`src/rtl/qe_pkg.sv`:
```
package qe_pkg;

  localparam logic [7:0] OP_RD_SR1  = 8'h05;
  localparam logic [7:0] OP_RD_CFG  = 8'h35;
  localparam logic [7:0] OP_RD_SR2H = 8'h3F;
  localparam logic [7:0] OP_WR_SR   = 8'h01;
  localparam logic [7:0] OP_WR_SR2H = 8'h3E;
  localparam logic [7:0] OP_WEN     = 8'h06;
  localparam logic [7:0] DUMMY_BYTE = 8'h00;

  typedef struct packed {
    logic       none;      // no enable bit at all
    logic       bad;       // unsupported code
    logic       use_bit1;  // three-byte write keeping status register 1
    logic [7:0] rd_op;
    logic [7:0] wr_op;
    logic [2:0] bitpos;
  } plan_t;

  function automatic plan_t decode_code(input logic [2:0] code);
    plan_t p;
    p.none     = 1'b0;
    p.bad      = 1'b0;
    p.use_bit1 = 1'b0;
    p.rd_op    = OP_RD_SR1;
    p.wr_op    = OP_WR_SR;
    p.bitpos   = 3'd0;
    case (code)
      3'b000: p.none = 1'b1;
      3'b010: p.bitpos = 3'd6;
      3'b011: begin
        p.rd_op  = OP_RD_SR2H;
        p.wr_op  = OP_WR_SR2H;
        p.bitpos = 3'd7;
      end
      3'b001, 3'b100, 3'b101: begin
        p.rd_op    = OP_RD_CFG;
        p.bitpos   = 3'd1;
        p.use_bit1 = 1'b1;
      end
      default: p.bad = 1'b1;
    endcase
    return p;
  endfunction

endpackage

```
`src/rtl/qe_plan.sv`:
```
module qe_plan
  import qe_pkg::*;
(
  input  logic [2:0] code,
  output plan_t      plan
);
  always_comb plan = decode_code(code);
endmodule

```
`src/rtl/qe_byte_xfer.sv`:
```
module qe_byte_xfer #(
  parameter int BW = 8
) (
  input  logic          clk,
  input  logic          rst_n,
  input  logic          go,
  input  logic [BW-1:0] byte_in,
  input  logic          last_in,
  output logic          idle,
  output logic          ack,
  output logic [BW-1:0] rx_byte,
  output logic          tx_valid,
  input  logic          tx_ready,
  output logic [BW-1:0] tx_data,
  output logic          tx_last,
  input  logic          rx_valid,
  output logic          rx_ready,
  input  logic [BW-1:0] rx_data
);
  typedef enum logic [1:0] {E_IDLE, E_SEND, E_WAIT} est_t;
  est_t          est;
  logic [BW-1:0] byte_q;
  logic          last_q;

  always_ff @(posedge clk) begin
    if (!rst_n) begin
      est    <= E_IDLE;
      byte_q <= '0;
      last_q <= 1'b0;
    end else begin
      case (est)
        E_IDLE: if (go) begin
          byte_q <= byte_in;
          last_q <= last_in;
          est    <= E_SEND;
        end
        E_SEND: if (tx_ready) est <= E_WAIT;
        E_WAIT: if (rx_valid) est <= E_IDLE;
        default: est <= E_IDLE;
      endcase
    end
  end

  assign idle     = (est == E_IDLE);
  assign tx_valid = (est == E_SEND);
  assign tx_data  = byte_q;
  assign tx_last  = last_q;
  assign rx_ready = (est == E_WAIT);
  assign ack      = rx_valid && rx_ready;
  assign rx_byte  = rx_data;


  tx_hold_chk: assert property (@(posedge clk) disable iff (!rst_n)
    (tx_valid && !tx_ready) |=> (tx_valid && $stable(tx_data) && $stable(tx_last)));


  go_when_idle_chk: assert property (@(posedge clk) disable iff (!rst_n)
    go |-> idle);


  one_reply_chk: assert property (@(posedge clk) disable iff (!rst_n)
    (tx_valid && tx_ready) |=> (rx_ready && !tx_valid));
endmodule

```
`src/rtl/qe_poll_cnt.sv`:
```
module qe_poll_cnt #(
  parameter int W = 16
) (
  input  logic         clk,
  input  logic         rst_n,
  input  logic         clear,
  input  logic         bump,
  input  logic [W-1:0] limit,
  output logic         last_chance
);
  localparam int CW = W + 1;
  logic [W-1:0]  cnt;
  logic [CW-1:0] eff_limit;
  logic [CW-1:0] next_cnt;

  always_comb begin
    eff_limit   = (limit == '0) ? CW'(1) : {1'b0, limit};
    next_cnt    = {1'b0, cnt} + CW'(1);
    last_chance = (next_cnt >= eff_limit);
  end

  always_ff @(posedge clk) begin
    if (!rst_n)     cnt <= '0;
    else if (clear) cnt <= '0;
    else if (bump)  cnt <= cnt + W'(1);
  end


  no_overrun_chk: assert property (@(posedge clk) disable iff (!rst_n)
    bump |-> !last_chance);
endmodule

```
`src/rtl/qe_sequencer.sv`:
```
module qe_sequencer
  import qe_pkg::*;
#(
  parameter int POLL_W = 16
) (
  input  logic              clk,
  input  logic              rst_n,
  input  logic              start,
  input  logic [2:0]        qer_code,
  input  logic [POLL_W-1:0] poll_limit,
  output logic              tx_valid,
  input  logic              tx_ready,
  output logic [7:0]        tx_data,
  output logic              tx_last,
  input  logic              rx_valid,
  output logic              rx_ready,
  input  logic [7:0]        rx_data,
  output logic              done,
  output logic              ok,
  output logic              err
);
  typedef enum logic [2:0] {
    S_IDLE, S_RDQE, S_RDSR1, S_WREN, S_WRITE, S_POLL, S_VERIFY
  } st_t;

  st_t        st;
  logic [2:0] code_q;
  logic [1:0] idx;
  logic [7:0] cur_q;
  logic [7:0] sr1_q;

  plan_t      plan;
  logic [2:0] plan_code;
  logic [7:0] mask;
  logic [7:0] fb_byte;
  logic       fb_last;
  logic       go, eng_idle, ack;
  logic [7:0] rx_byte;
  logic       frame_end, qe_hit, poll_bump, poll_last;

  assign plan_code = (st == S_IDLE) ? qer_code : code_q;

  qe_plan u_plan (.code(plan_code), .plan(plan));

  assign mask = 8'd1 << plan.bitpos;

  // Frame builder: byte and last flag for (state, index)
  always_comb begin
    fb_byte = DUMMY_BYTE;
    fb_last = 1'b0;
    case (st)
      S_RDQE, S_VERIFY: begin
        fb_byte = (idx == 2'd0) ? plan.rd_op : DUMMY_BYTE;
        fb_last = (idx != 2'd0);
      end
      S_RDSR1, S_POLL: begin
        fb_byte = (idx == 2'd0) ? OP_RD_SR1 : DUMMY_BYTE;
        fb_last = (idx != 2'd0);
      end
      S_WREN: begin
        fb_byte = OP_WEN;
        fb_last = 1'b1;
      end
      S_WRITE: begin
        if (idx == 2'd0) begin
          fb_byte = plan.wr_op;
        end else if (plan.use_bit1 && idx == 2'd1) begin
          fb_byte = sr1_q;
        end else begin
          fb_byte = cur_q | mask;
          fb_last = 1'b1;
        end
      end
      default: ;
    endcase
  end

  assign go = (st != S_IDLE) && eng_idle;

  qe_byte_xfer #(.BW(8)) u_xfer (
    .clk      (clk),
    .rst_n    (rst_n),
    .go       (go),
    .byte_in  (fb_byte),
    .last_in  (fb_last),
    .idle     (eng_idle),
    .ack      (ack),
    .rx_byte  (rx_byte),
    .tx_valid (tx_valid),
    .tx_ready (tx_ready),
    .tx_data  (tx_data),
    .tx_last  (tx_last),
    .rx_valid (rx_valid),
    .rx_ready (rx_ready),
    .rx_data  (rx_data)
  );

  assign frame_end = ack && fb_last;
  assign qe_hit    = rx_byte[plan.bitpos];
  assign poll_bump = (st == S_POLL) && frame_end && rx_byte[0] && !poll_last;

  qe_poll_cnt #(.W(POLL_W)) u_cnt (
    .clk         (clk),
    .rst_n       (rst_n),
    .clear       (st == S_WRITE),
    .bump        (poll_bump),
    .limit       (poll_limit),
    .last_chance (poll_last)
  );

  always_ff @(posedge clk) begin
    if (!rst_n) begin
      st     <= S_IDLE;
      code_q <= '0;
      idx    <= '0;
      cur_q  <= '0;
      sr1_q  <= '0;
      done   <= 1'b0;
      ok     <= 1'b0;
      err    <= 1'b0;
    end else begin
      done <= 1'b0;
      if (st == S_IDLE) begin
        if (start) begin
          ok     <= 1'b0;
          err    <= 1'b0;
          code_q <= qer_code;
          idx    <= '0;
          if (plan.none) begin
            done <= 1'b1;
            ok   <= 1'b1;
          end else if (plan.bad) begin
            done <= 1'b1;
            err  <= 1'b1;
          end else begin
            st <= S_RDQE;
          end
        end
      end else if (ack) begin
        if (!fb_last) begin
          idx <= idx + 2'd1;
        end else begin
          idx <= '0;
          case (st)
            S_RDQE: begin
              cur_q <= rx_byte;
              if (qe_hit) begin
                st   <= S_IDLE;
                done <= 1'b1;
                ok   <= 1'b1;
              end else if (plan.use_bit1) begin
                st <= S_RDSR1;
              end else begin
                st <= S_WREN;
              end
            end
            S_RDSR1: begin
              sr1_q <= rx_byte;
              st    <= S_WREN;
            end
            S_WREN:  st <= S_WRITE;
            S_WRITE: st <= S_POLL;
            S_POLL: begin
              if (!rx_byte[0]) begin
                st <= S_VERIFY;
              end else if (poll_last) begin
                st   <= S_IDLE;
                done <= 1'b1;
                err  <= 1'b1;
              end
            end
            S_VERIFY: begin
              st   <= S_IDLE;
              done <= 1'b1;
              ok   <= qe_hit;
              err  <= !qe_hit;
            end
            default: st <= S_IDLE;
          endcase
        end
      end
    end
  end


  none_code_chk: assert property (@(posedge clk) disable iff (!rst_n)
    (st == S_IDLE && start && qer_code == 3'b000) |=> (done && ok && !tx_valid));


  bad_code_chk: assert property (@(posedge clk) disable iff (!rst_n)
    (st == S_IDLE && start && qer_code[2:1] == 2'b11) |=> (done && err && !tx_valid));


  early_exit_chk: assert property (@(posedge clk) disable iff (!rst_n)
    (st == S_RDQE && frame_end && qe_hit) |=> (done && ok));


  wren_first_chk: assert property (@(posedge clk) disable iff (!rst_n)
    $rose(st == S_WRITE) |-> ($past(st) == S_WREN));


  three_byte_chk: assert property (@(posedge clk) disable iff (!rst_n)
    (st == S_WRITE && plan.use_bit1 && tx_valid && tx_ready && idx == 2'd1) |-> !tx_last);


  poll_timeout_chk: assert property (@(posedge clk) disable iff (!rst_n)
    (st == S_POLL && frame_end && rx_byte[0] && poll_last) |=> (done && err));


  verify_fail_chk: assert property (@(posedge clk) disable iff (!rst_n)
    (st == S_VERIFY && frame_end && !qe_hit) |=> (done && err));


  result_excl_chk: assert property (@(posedge clk) disable iff (!rst_n)
    done |-> (ok ^ err));


  done_pulse_chk: assert property (@(posedge clk) disable iff (!rst_n)
    done |=> !done);
endmodule

```
`config.mk`:
```
export PLATFORM = sky130hd
export DESIGN_NAME = qe_sequencer
export DESIGN_NICKNAME = d
export VERILOG_FILES = /design/src/rtl/qe_pkg.sv /design/src/rtl/qe_plan.sv /design/src/rtl/qe_byte_xfer.sv /design/src/rtl/qe_poll_cnt.sv /design/src/rtl/qe_sequencer.sv
export SDC_FILE = /design/constraint.sdc
export NUM_CORES = 1
export LEC_CHECK = 0
export ABC_CLOCK_PERIOD_IN_PS = 4800
export BUFFER_PORTS_ARGS = -buffer_cell sky130_fd_sc_hd__buf_2
export CORE_MARGIN = 2
export CORE_UTILIZATION = 50
export DETAILED_ROUTE_END_ITERATION = 16
export PLACE_DENSITY_LB_ADDON = 0.2
export SLEW_MARGIN = 10
export SYNTH_ARGS = -nofsm -noshare
export SYNTH_HDL_FRONTEND = slang
export SYNTH_SLANG_ARGS = --single-unit
```
`constraint.sdc`:
```
create_clock -name clk -period 4.8 [get_ports clk]
set_input_delay 0.72 -clock clk [delete_from_list [all_inputs] [get_ports clk]]
set_output_delay 0.72 -clock clk [all_outputs]
set_load 0.05 [all_outputs]
```
After elaboration in Yosys (flattened, before gate mapping)
Index checks and enable logic that the tools add are counted.

word-level totals
  input port bits = 32
  output and inout bits = 14
  logic and storage cells = 141
  register bits after elaboration = 54

operators by class
  order comparisons = 2
  shifts and indexed selects = 1
  bitwise operators = 3
  reduce and logical (&&, ||, !) cells = 35
  add/subtract/negate cells = 3
  eq/ne operators = 24
  mux-type cells = 61

operators with widths
  cell                     number
  $pmux W8 S4              1
  $mux W3                  10
  $mux W1                  28
  $mux W8                  3
  $add A16 B1 Y17 const B  1
  $ge A17 B17 Y1           1
  $add A16 B1 Y16 const B  1
  $logic_not A16 Y1        1
  $mux W16                 1
  $mux W2                  8
  $eq A3 B3 Y1 const B     5
  $pmux W3 S5              1
  $eq A3 B2 Y1 const B     4
  $pmux W6 S2              1
  $reduce_and A6 Y1        2
  $ne A2 B2 Y1 const B     5
  $ne A3 B3 Y1 const B     3
  $pmux W3 S3              1
  $reduce_bool A3 Y1       3
  $or A8 B8 Y8             1
  $reduce_and A4 Y1        2
  $shl A1 B3 Y8 const A    1
  $logic_and A1 B1 Y1      7
  $eq A3 B1 Y1 const B     2
  23 further kinds         36

Longest topological paths before layout
Gate-level depths: netlist of the first run.

  word-level depth = 13
  gate-level depth with buffers = 15
  mapped depth without buffers = 13

Hierarchy
From an unflattened synthesis of the first run, not the netlist that was laid out.

second synthesis, totals
  cells, all modules = 516
  area, all modules = 3908.7 µm²

modules (own cells, without submodules)
  module        times used  cells an instance  seq. area each (µm²)  area an instance (µm²)
  qe_sequencer  1           255                540.5                 1855.5
  qe_poll_cnt   1           176                320.3                 1351.3
  qe_byte_xfer  1           60                 220.2                 536.8
  qe_plan       1           25                 0.0                   165.2

Worst setup path before layout of the first run
No wires, ideal clock.

  path kind = flip-flop to flip-flop
  start point = reg u_cnt.cnt[0]
  end point = reg u_cnt.cnt[4]
  required time = 4.728 ns
  setup time = 0.072 ns
  cell stages (with the launch flop) = 14
  setup slack = 1.407 ns
  arrival time = 3.321 ns
  clock period less this slack = 3.393 ns
  path buffers = 1
  cells stage by stage = dfxtp_1 -> ha_1 -> nand3_1 -> nor3_1 -> nand3_1 -> xnor2_1 -> ha_1 -> a211oi_1 -> o21bai_1 -> a221oi_1 -> o21ai_0 -> clkbuf_1 -> or4_1 -> a21oi_1

between the ends
  cells in the longest elaborated chain, start to end = 4
  elaborated cells between the ends (all ways) = 5
  those cells by class = 2 x add/sub; 1 x order compare; 2 x reduce/logical

ends and longest elaborated chain
  item                    RTL line             RTL
  from (decl)             qe_poll_cnt.sv:12    logic [W-1:0] cnt;
  from (signal assigned)  qe_poll_cnt.sv:25    else if (bump) cnt <= cnt + W'(1);
  $add A16 B1 Y17         qe_poll_cnt.sv:18    next_cnt = {1'b0, cnt} + CW'(1);
  net u_cnt.next_cnt[10]  qe_poll_cnt.sv:14    logic [CW-1:0] next_cnt;
  $ge A17 B17 Y1          qe_poll_cnt.sv:19    last_chance = (next_cnt >= eff_limit);
  $logic_not A1 Y1        qe_sequencer.sv:100  assign poll_bump = (st == S_POLL) && frame_end && rx_byte[0] && !poll_last;
  $logic_and A1 B1 Y1     qe_sequencer.sv:100

The timed path passes the listed nets, and every way through them passes these cells.
A chain may end at the register's enable or synchronous reset.

Final worst setup path of the first run
  start point = reg u_cnt.cnt[0]
  end point = reg u_cnt.cnt[12]

The elaborated chain is that of the path after synthesis.

==> out/metrics.cfg, run 1 <==
[layout]
syn2layout_area_growth_pct = 11.07
final_common_cell = dfxtp_1
multi_input_area_um2 = 2257
antenna_cells = 0
mostFrequentLayoutCells = dfxtp_1, buf_2, a21oi_1
nFillCells = 660
utilization = 0.5766
final_nets = 529
drive_gt1_frac = 0.1441
regArea_um2 = 1081

[timing]
hold_violations = 0
tns_ps = 0
finalSetupViolations = 0
drv_slew = 0
max-slew-margin-rel = 0.2368
max_freq_ghz = 0.2364
finalClockSkew_ps = 10.63
min_period_ps = 4229
worstMarginPinSlew_ps = 1136
worst_slack_ps = 570.8
fin_crit_sh = 0.8811
rsz0062_at_grt = false

[grt]
busiest_layer = met1
grt_max_degree = 35
grt_pass1_wl_um = 14250
grt_pass1_vias = 3004
grt_use_met1 = 0.3564
grtUsageMet2 = 0.3306
overflow = 0
use_met3 = 0.03299
grt_usage = 0.2298
antenna_found_initial = 0

[power]
vdd_drop_max_uv = 195.7
p_leak_nw = 1.693
cellPowerDensity_nw_per_um2 = 288.1

[cts]
clk_latency_ps = 320
cts_sinks = 54
cts_hold_buffers = 0
ctsRootBufferMaster = clkbuf_8
cts_tree = built
clock_path_buffers = 2
clk_pin_slew_ps = 110
htreeDepth = 2
post-cts-setup-buffers = 0
cts-resized-gates = 0
cts_buffers = 5

[setup_path]
worst_ep_required_time_ps = 5050
startpoint_type = flop
worst-path-buf-inv = 1
reg2regPathDepth = 13
critPathKind = flop to flop
crit_family = simple AND/OR/NAND/NOR gates
cp_cell_sequence = ha_1 > nand3_1 > nor3_1 > nand3_1 > xnor2_1 > ha_1 > a211oi_1 > o21bai_1 > a221oi_1 > o21ai_1 > buf_4 > or4_1 > a21oi_1
worstPathMaxFanout = 16
crit_path_end_kind = flop
crit_arrival_ps = 4480
crit_path_top_delay_cell = nor3_1
critPathMaxStageDelay_ps = 510
path_depth = 13

[place]
port_buffers = 45
hpwl_um = 6400
routabilityCongestion = 0.9300
post-place-ws_ps = 656.3

[floorplan]
ios = 46
die_w_um = 87.99
core_region_area_um2 = 6794
rows = 30
dieArea_um2 = 7742
start_util = 0.5192
die_h_um = 87.99

[routing]
drt-pass1-iter-count = 4
drt_iter0_markers = 183
drc = 0
drt-wirelength-per-cell_um = 15.03
ant_nets = 0
routed_wl_um = 8641
viasPerCell = 5.863
vias = 3371

[outcome]
status = completed

[min_path]
hold_class = flop to flop
hold_depth = 2

[synthesis]
syn_nets = 498
synth_flop_cell = dfxtp_1
ys_seq_elements = 54
synthCells = 447
synth-async-reset-ratio = 0
syn_area_um2 = 3527
ys_warn_count = 0
synth_edf_count = 0
yosysSeqAreaShare = 0.3065
synth_area_per_cell_um2 = 7.891
synth.distinct_cells = 53

[job]
cap_viol_max_count = 0

-- path summary, 6_finish.rpt --
kind | startpoint | endpoint | slack (ps)
setup / recovery | u_cnt.cnt[0] | u_cnt.cnt[12] | 570
hold reg to reg | u_xfer.tx_data[4] | u_xfer.tx_data[4] | 460
setup reg to reg | u_cnt.cnt[0] | u_cnt.cnt[12] | 570
hold / removal | u_xfer.tx_data[4] | u_xfer.tx_data[4] | 460
-- tightest hold or removal path, cell delays in order (launching register included) --
cell     delay, ps
dfxtp_1        320
nand2_1         50
a21oi_1         50
-- through the flow --
| step | cells | hold WS [ps] | cell area [um^2] | total power [W] |
|---|---|---|---|---|
| after floorplan | 447 | 456.7 | 3527 | 0.0007297 |
| after global placement | 567 | 441.1 | 3800 | 0.0008057 |
| after detailed placement | 567 | 444.9 | 3800 | 0.0008084 |
| after CTS | 575 | 460.4 | 3918 | 0.001131 |
| after global routing | 575 | 486.6 | 3918 | 0.001185 |
| final | 575 | 456.3 | 3918 | 0.001129 |
-- Yosys cell counts, types with 2 or more instances --
library cell / n / area share
nand3_1: 19 / 0.027
inv_1: 24 / 0.026
clkbuf_1: 18 / 0.019
or3_1: 4 / 0.0071
nor2b_1: 8 / 0.014
o41ai_1: 3 / 0.0075
and4_1: 5 / 0.012
nor3_1: 10 / 0.014
o21a_1: 5 / 0.011
nand4b_1: 2 / 0.0050
dfxtp_1: 54 / 0.31
o31ai_1: 14 / 0.030
ha_1: 19 / 0.067
or4_1: 11 / 0.023
and2_1: 5 / 0.0089
o22ai_1: 3 / 0.0053
xor2_1: 6 / 0.015
and3_1: 5 / 0.0089
mux2_2: 3 / 0.0096
o221a_2: 4 / 0.013
nand2b_1: 10 / 0.018
a211oi_1: 5 / 0.011
nand4_1: 3 / 0.0053
buf_1: 2 / 0.0021
a221oi_1: 3 / 0.0075
o21bai_1: 3 / 0.0064
a21oi_1: 41 / 0.058
nor2_1: 40 / 0.043
xnor2_1: 8 / 0.020
o21ai_0: 23 / 0.033
a31o_2: 3 / 0.0075
nand2_1: 34 / 0.036
buf_2: 4 / 0.0057
a31oi_1: 2 / 0.0035
mux2i_1: 23 / 0.065
nor4_1: 4 / 0.0071
-- where the power goes --
part | total [W] | internal, W | switching (W) | leakage, nW
Combinational | 0.000300 | 0.0000967 | 0.000203 | 1.20
Sequential | 0.000505 | 0.000470 | 0.0000345 | 0.437
Clock | 0.000324 | 0.000159 | 0.000165 | 0.0563
-- flip-flops by register name, indices dropped and copies added (netlist names) --
name / flops
code_q: 3
err: 1
done: 1
u_xfer.est: 2
u_xfer.tx_data: 8
st: 3
idx: 2
cur_q: 8
sr1_q: 8
u_cnt.cnt: 16
ok: 1
u_xfer.tx_last: 1
-- routing by layer --
layer  up-vias  wire length [um]
li1       1691                 -
met1      1557              4489
met2       111              3580
met3        12               469
met4         0               102
met5         -                 0
-- cell families (layout without fill, tap and decap cells) --
logic type | count (synthesis) | after routing | share of synthesized area
and+or+nand+nor | 164 | 164 | 0.2409
AOI/OAI and AO/OA | 121 | 121 | 0.2221
DFF | 54 | 54 | 0.3065
buffers and inverters | 49 | 81 | 0.05356
muxes | 26 | 26 | 0.07485
adders and majority gates | 19 | 19 | 0.06740
xor gates and xnor gates | 14 | 14 | 0.03476
-- area by class of cell --
type                       count  share of cell area
timing repair buffer          48             0.06324
tap                           96             0.03066
sequential                    54              0.2760
multi-input combinational    344              0.5762
inverter                      25             0.02395
clock buffer                   5             0.01757
clock inverter                 3             0.01246
Power figures use the tool's default switching activity.
==> run 2, diff against run 1 <==
Settings changed: PLACE_DENSITY set to 0.76, PLACE_DENSITY_LB_ADDON 0.2 to not set.
==> out/metrics.cfg, run 2 (same netlist as run 1, synthesis figures left out) <==
[floorplan]
die_w_um = 87.99
rows = 30
die_h_um = 87.99
core_region_area_um2 = 6794
ios = 46
dieArea_um2 = 7742
start_util = 0.5192

[outcome]
status = completed

[routing]
routed_wl_um = 8752
drt-pass1-iter-count = 5
drc = 0
ant_nets = 0
viasPerCell = 5.969
drt-wirelength-per-cell_um = 15.22
drt_iter0_markers = 391
vias = 3432

[timing]
worstMarginPinSlew_ps = 1020
finalClockSkew_ps = 5.898
min_period_ps = 3826
drv_slew = 0
finalSetupViolations = 0
tns_ps = 0
max-slew-margin-rel = 0.3147
max_freq_ghz = 0.2614
hold_slack_ps = 458.9
rsz0062_at_grt = false
fin_crit_sh = 0.7971
hold_violations = 0

[layout]
largest-register = u_cnt.cnt
nFillCells = 634
drive_gt1_frac = 0.1441
largest_reg_flops = 16
syn2layout_area_growth_pct = 11.78
mostFrequentLayoutCells = dfxtp_1, buf_2, a21oi_1
final_nets = 529
antenna_cells = 0
final_common_cell = dfxtp_1

[cts]
post-cts-setup-buffers = 0
cts_hold_buffers = 0
cts-resized-gates = 0
ctsRootBufferMaster = clkbuf_8
cts_tree = built
clk_latency_ps = 310
clock_path_buffers = 2
cts_buffers = 5
cts_sinks = 54
clk_pin_slew_ps = 100
htreeDepth = 2

[place]
port_buffers = 45
routabilityCongestion = 0.9208
hpwl_um = 6542

[grt]
busiest_layer = met2
grtUsageMet2 = 0.3685
grt_pass1_wl_um = 14260
antenna_found_initial = 0
grt_pass1_vias = 3054
grt_use_met1 = 0.3253
grt_max_degree = 35
grt_usage = 0.2305
overflow = 0
use_met3 = 0.03676

[setup_path]
crit_path_top_delay_cell = nor3_1
crit_arrival_ps = 4070
critPathKind = flop to flop
startpoint_type = flop
worstPathMaxFanout = 31
worst_ep_required_time_ps = 5050
cp_cell_sequence = ha_1 > nand3_1 > nor3_1 > nand3_1 > xnor2_1 > ha_1 > a211oi_1 > o21bai_1 > a221oi_1 > o21ai_1 > buf_4 > or4_1 > a21oi_1
crit_path_end_kind = flop
critPathMaxStageDelay_ps = 520

[power]
vdd_drop_max_uv = 207.1
cellPowerDensity_nw_per_um2 = 299.3
p_leak_nw = 1.708

[job]
cap_viol_max_count = 0

[min_path]
hold_class = flop to flop

run 2: cell count changes in the layout (fill, tap and decap cells not counted), sizes merged:
| cell | previous run | this run |
|---|---|---|
| bufinv | 1 | 2 |
| clkbuf | 5 | 6 |
| clkinvlp | 1 | 0 |
| inv | 25 | 24 |
run 2: per-stage QoR:
step	instances	cell area, um^2	total power [W]	setup slack (ps)	utilization
finish	575	3943	0.001180	974.1	0.5803
global route	575	3943	0.001233	526.8	0.5803
CTS	575	3943	0.001180	1000	0.5803
detailed placement	567	3800	0.0008097	1023	0.5593
global placement	567	3800	0.0008054	1231	0.5593
floorplan	447	3527	0.0007297	1407	-
run 2: worst paths after layout:
| check | from | slack [ps] | end | cells after the start |
|---|---|---|---|---|
| worst max-delay path | u_cnt.cnt[0] | 970 | u_cnt.cnt[8] | 13 |
| worst min-delay path | u_xfer.tx_data[6] | 460 | u_xfer.tx_data[6] | 2 |
| worst max register to register | u_cnt.cnt[0] | 970 | u_cnt.cnt[8] | 13 |
| worst min register to register | u_xfer.tx_data[6] | 460 | u_xfer.tx_data[6] | 2 |
run 2: layer usage:
layer  share of wire  routed length, um  up-vias
met1            0.48               4220     1605
met2            0.45               3927      115
met3           0.058                506       12
met4           0.011                 97        0
li1                -                  -     1700
met5               0                  0        -
run 2: worst max-delay path: cells and delay by family, from the launching register on:
family | cells | cell delay (ps)
DFF | 1 | 420
buffers and inverters | 1 | 240
xor gates and xnor gates | 1 | 170
adders and majority gates | 2 | 540
and+or+nand+nor | 4 | 1450
AOI/OAI and AO/OA | 5 | 940
run 2: power breakdown:
part           internal [W]  total [W]  switching (W)
Clock              0.000222   0.000374       0.000152
Sequential         0.000470   0.000506      0.0000357
Combinational     0.0000967   0.000300       0.000203
Total              0.000789    0.00118       0.000391
run 2: area by class of cell:
cell class / count / area (um^2) / share of cell area
multi-input cells: 344 / 2257 / 0.5725
flip-flops and latches: 54 / 1081 / 0.2742
repair buffers: 48 / 247.7 / 0.06284
well taps: 96 / 120.1 / 0.03047
inverters: 25 / 93.84 / 0.02380
clock buffers: 6 / 82.58 / 0.02095
clock inverters: 2 / 60.06 / 0.01523
==> run 3, diff against run 2 <==
Settings changed: ABC_CLOCK_PERIOD_IN_PS 4800 to 3700.
Clock period 4.8 ns to 3.7 ns, I/O delays scaled along.
==> out/metrics.cfg, run 3 (same netlist as run 1, synthesis figures left out) <==
[floorplan]
die_w_um = 87.99
rows = 30
dieArea_um2 = 7742
core_region_area_um2 = 6794
start_util = 0.5192
die_h_um = 87.99
ios = 46

[layout]
syn2layout_area_growth_pct = 12.84
antenna_cells = 0
final_common_cell = dfxtp_1
final_nets = 537
mostFrequentLayoutCells = dfxtp_1, buf_2, a21oi_1
largest_reg_flops = 16
nFillCells = 630
drive_gt1_frac = 0.1626
stdcell_count = 582
largest-register = u_cnt.cnt

[setup_path]
crit_path_top_delay_cell = or4_1
worstPathMaxFanout = 23
crit_family = simple AND/OR/NAND/NOR gates
worst-path-buf-inv = 1
timing.critical_path.mode_cell = and3_1
cp_cell_sequence = and3_1 > and4_1 > nand4_1 > or2_2 > xnor2_1 > ha_1 > and3_1 > a221oi_2 > o21ai_1 > buf_4 > or4_1 > a21oi_1
worst_ep_required_time_ps = 3960
crit_arrival_ps = 3700
critPathMaxStageDelay_ps = 470
startpoint_type = flop
critPathKind = flop to flop
crit_path_end_kind = flop

[place]
port_buffers = 45
hpwl_um = 6779
routabilityCongestion = 0.9325
dp_cells = 575

[timing]
tns_ps = 0
hold_violations = 0
drv_slew = 0
worstMarginPinSlew_ps = 1034
max-slew-margin-rel = 0.3054
fin_crit_sh = 0.9302
finalClockSkew_ps = 13.71
finalSetupViolations = 0
min_period_ps = 3442
rsz0062_at_grt = false
max_freq_ghz = 0.2905

[routing]
drt-wirelength-per-cell_um = 15.48
routed_wl_um = 9011
vias = 3468
drc = 0
drt-pass1-iter-count = 5
drt_iter0_markers = 365
ant_nets = 0
viasPerCell = 5.959

[grt]
grt_pass1_wl_um = 14750
antenna_found_initial = 0
overflow = 0
grt_max_degree = 26
grt_usage = 0.2415
grt_pass1_vias = 3129

[cts]
cts_buffers = 5
ctsRootBufferMaster = clkbuf_8
clock_path_buffers = 2
clk_pin_slew_ps = 100
post-cts-setup-buffers = 0
cts_sinks = 54
clk_latency_ps = 320
cts_tree = built
htreeDepth = 2

[power]
cellPowerDensity_nw_per_um2 = 366.9
vdd_drop_max_uv = 200.6
p_leak_nw = 1.735

[job]
cap_viol_max_count = 0

[outcome]
status = completed

[min_path]
hold_class = flop to flop

==> run 3: changes by cell type in the layout (fill, tap and decap cells not counted) <==
cell / previous run / this run
a211oi_2: 1 / 2
bufinv_16: 2 / 1
clkbuf_8: 6 / 5
a211oi_1: 5 / 4
dfxtp_2: 0 / 1
buf_4: 3 / 11
clkinv_4: 0 / 1
a221oi_1: 3 / 2
a221oi_2: 0 / 1
dfxtp_1: 54 / 53
==> run 3: through the flow <==
step | hold slack [ps] | setup slack [ps] | power [W] | utilization | area [um^2]
2_1_floorplan | 456.7 | 306.8 | 0.0009466 | - | 3527
3_3_place_gp | 443.9 | 349.7 | 0.001055 | 0.5681 | 3860
3_5_place_dp | 447.9 | 237.8 | 0.001062 | 0.5681 | 3860
4_1_cts | 462.1 | 150.4 | 0.001458 | 0.5840 | 3968
5_1_grt | 479.4 | 11.33 | 0.001528 | 0.5858 | 3980
6_report | 456.7 | 258.1 | 0.001460 | 0.5858 | 3980
==> run 3: worst reg2reg max path, cell delays in order (launching register included) <==
cell and delay [ps]:
dfxtp_1 410, and3_1 200, and4_1 250, nand4_1 190
or2_2 370, xnor2_1 140, ha_1 330, and3_1 220
a221oi_2 280, o21ai_1 130, buf_4 220, or4_1 480
a21oi_1 170
==> run 3: repair_timing <==
action	in CTS	in global routing
gates resized for setup	0	3
hold buffers	0	0
setup endpoints to repair	0	14
==> run 3: final timing paths <==
path,end,slack [ps],depth (start not counted),startpoint
setup reg to reg,u_cnt.cnt[5],260,12,u_cnt.cnt[4]
hold / removal,u_xfer.tx_data[5],460,2,u_xfer.tx_data[5]
hold reg to reg,u_xfer.tx_data[5],460,2,u_xfer.tx_data[5]
setup / recovery,u_cnt.cnt[5],260,12,u_cnt.cnt[4]
==> run 3: power breakdown <==
part | switching (W) | total (W) | internal (W)
Clock | 0.000202 | 0.000401 | 0.000199
Sequential | 0.0000331 | 0.000643 | 0.000610
Combinational | 0.000283 | 0.000416 | 0.000133
==> run 3: layer usage <==
metal / track usage / routed length (um) / vias up / share of wire
met4: 0.06993 / 131 / 0 / 0.015
li1: - / - / 1700 / -
met1: 0.3422 / 4179 / 1599 / 0.46
met3: 0.04524 / 692 / 14 / 0.077
met5: 0 / 0 / - / 0
met2: 0.3747 / 4007 / 155 / 0.44
==> run 3: cell type report <==
class | instances | area [um^2] | area share
clock buffer | 5 | 68.82 | 0.01729
clock inverter | 2 | 38.79 | 0.009745
inverter | 25 | 93.84 | 0.02358
multi-input combinational | 344 | 2268 | 0.5699
sequential | 54 | 1082 | 0.2719
tap | 96 | 120.1 | 0.03018
timing repair buffer | 56 | 307.8 | 0.07733
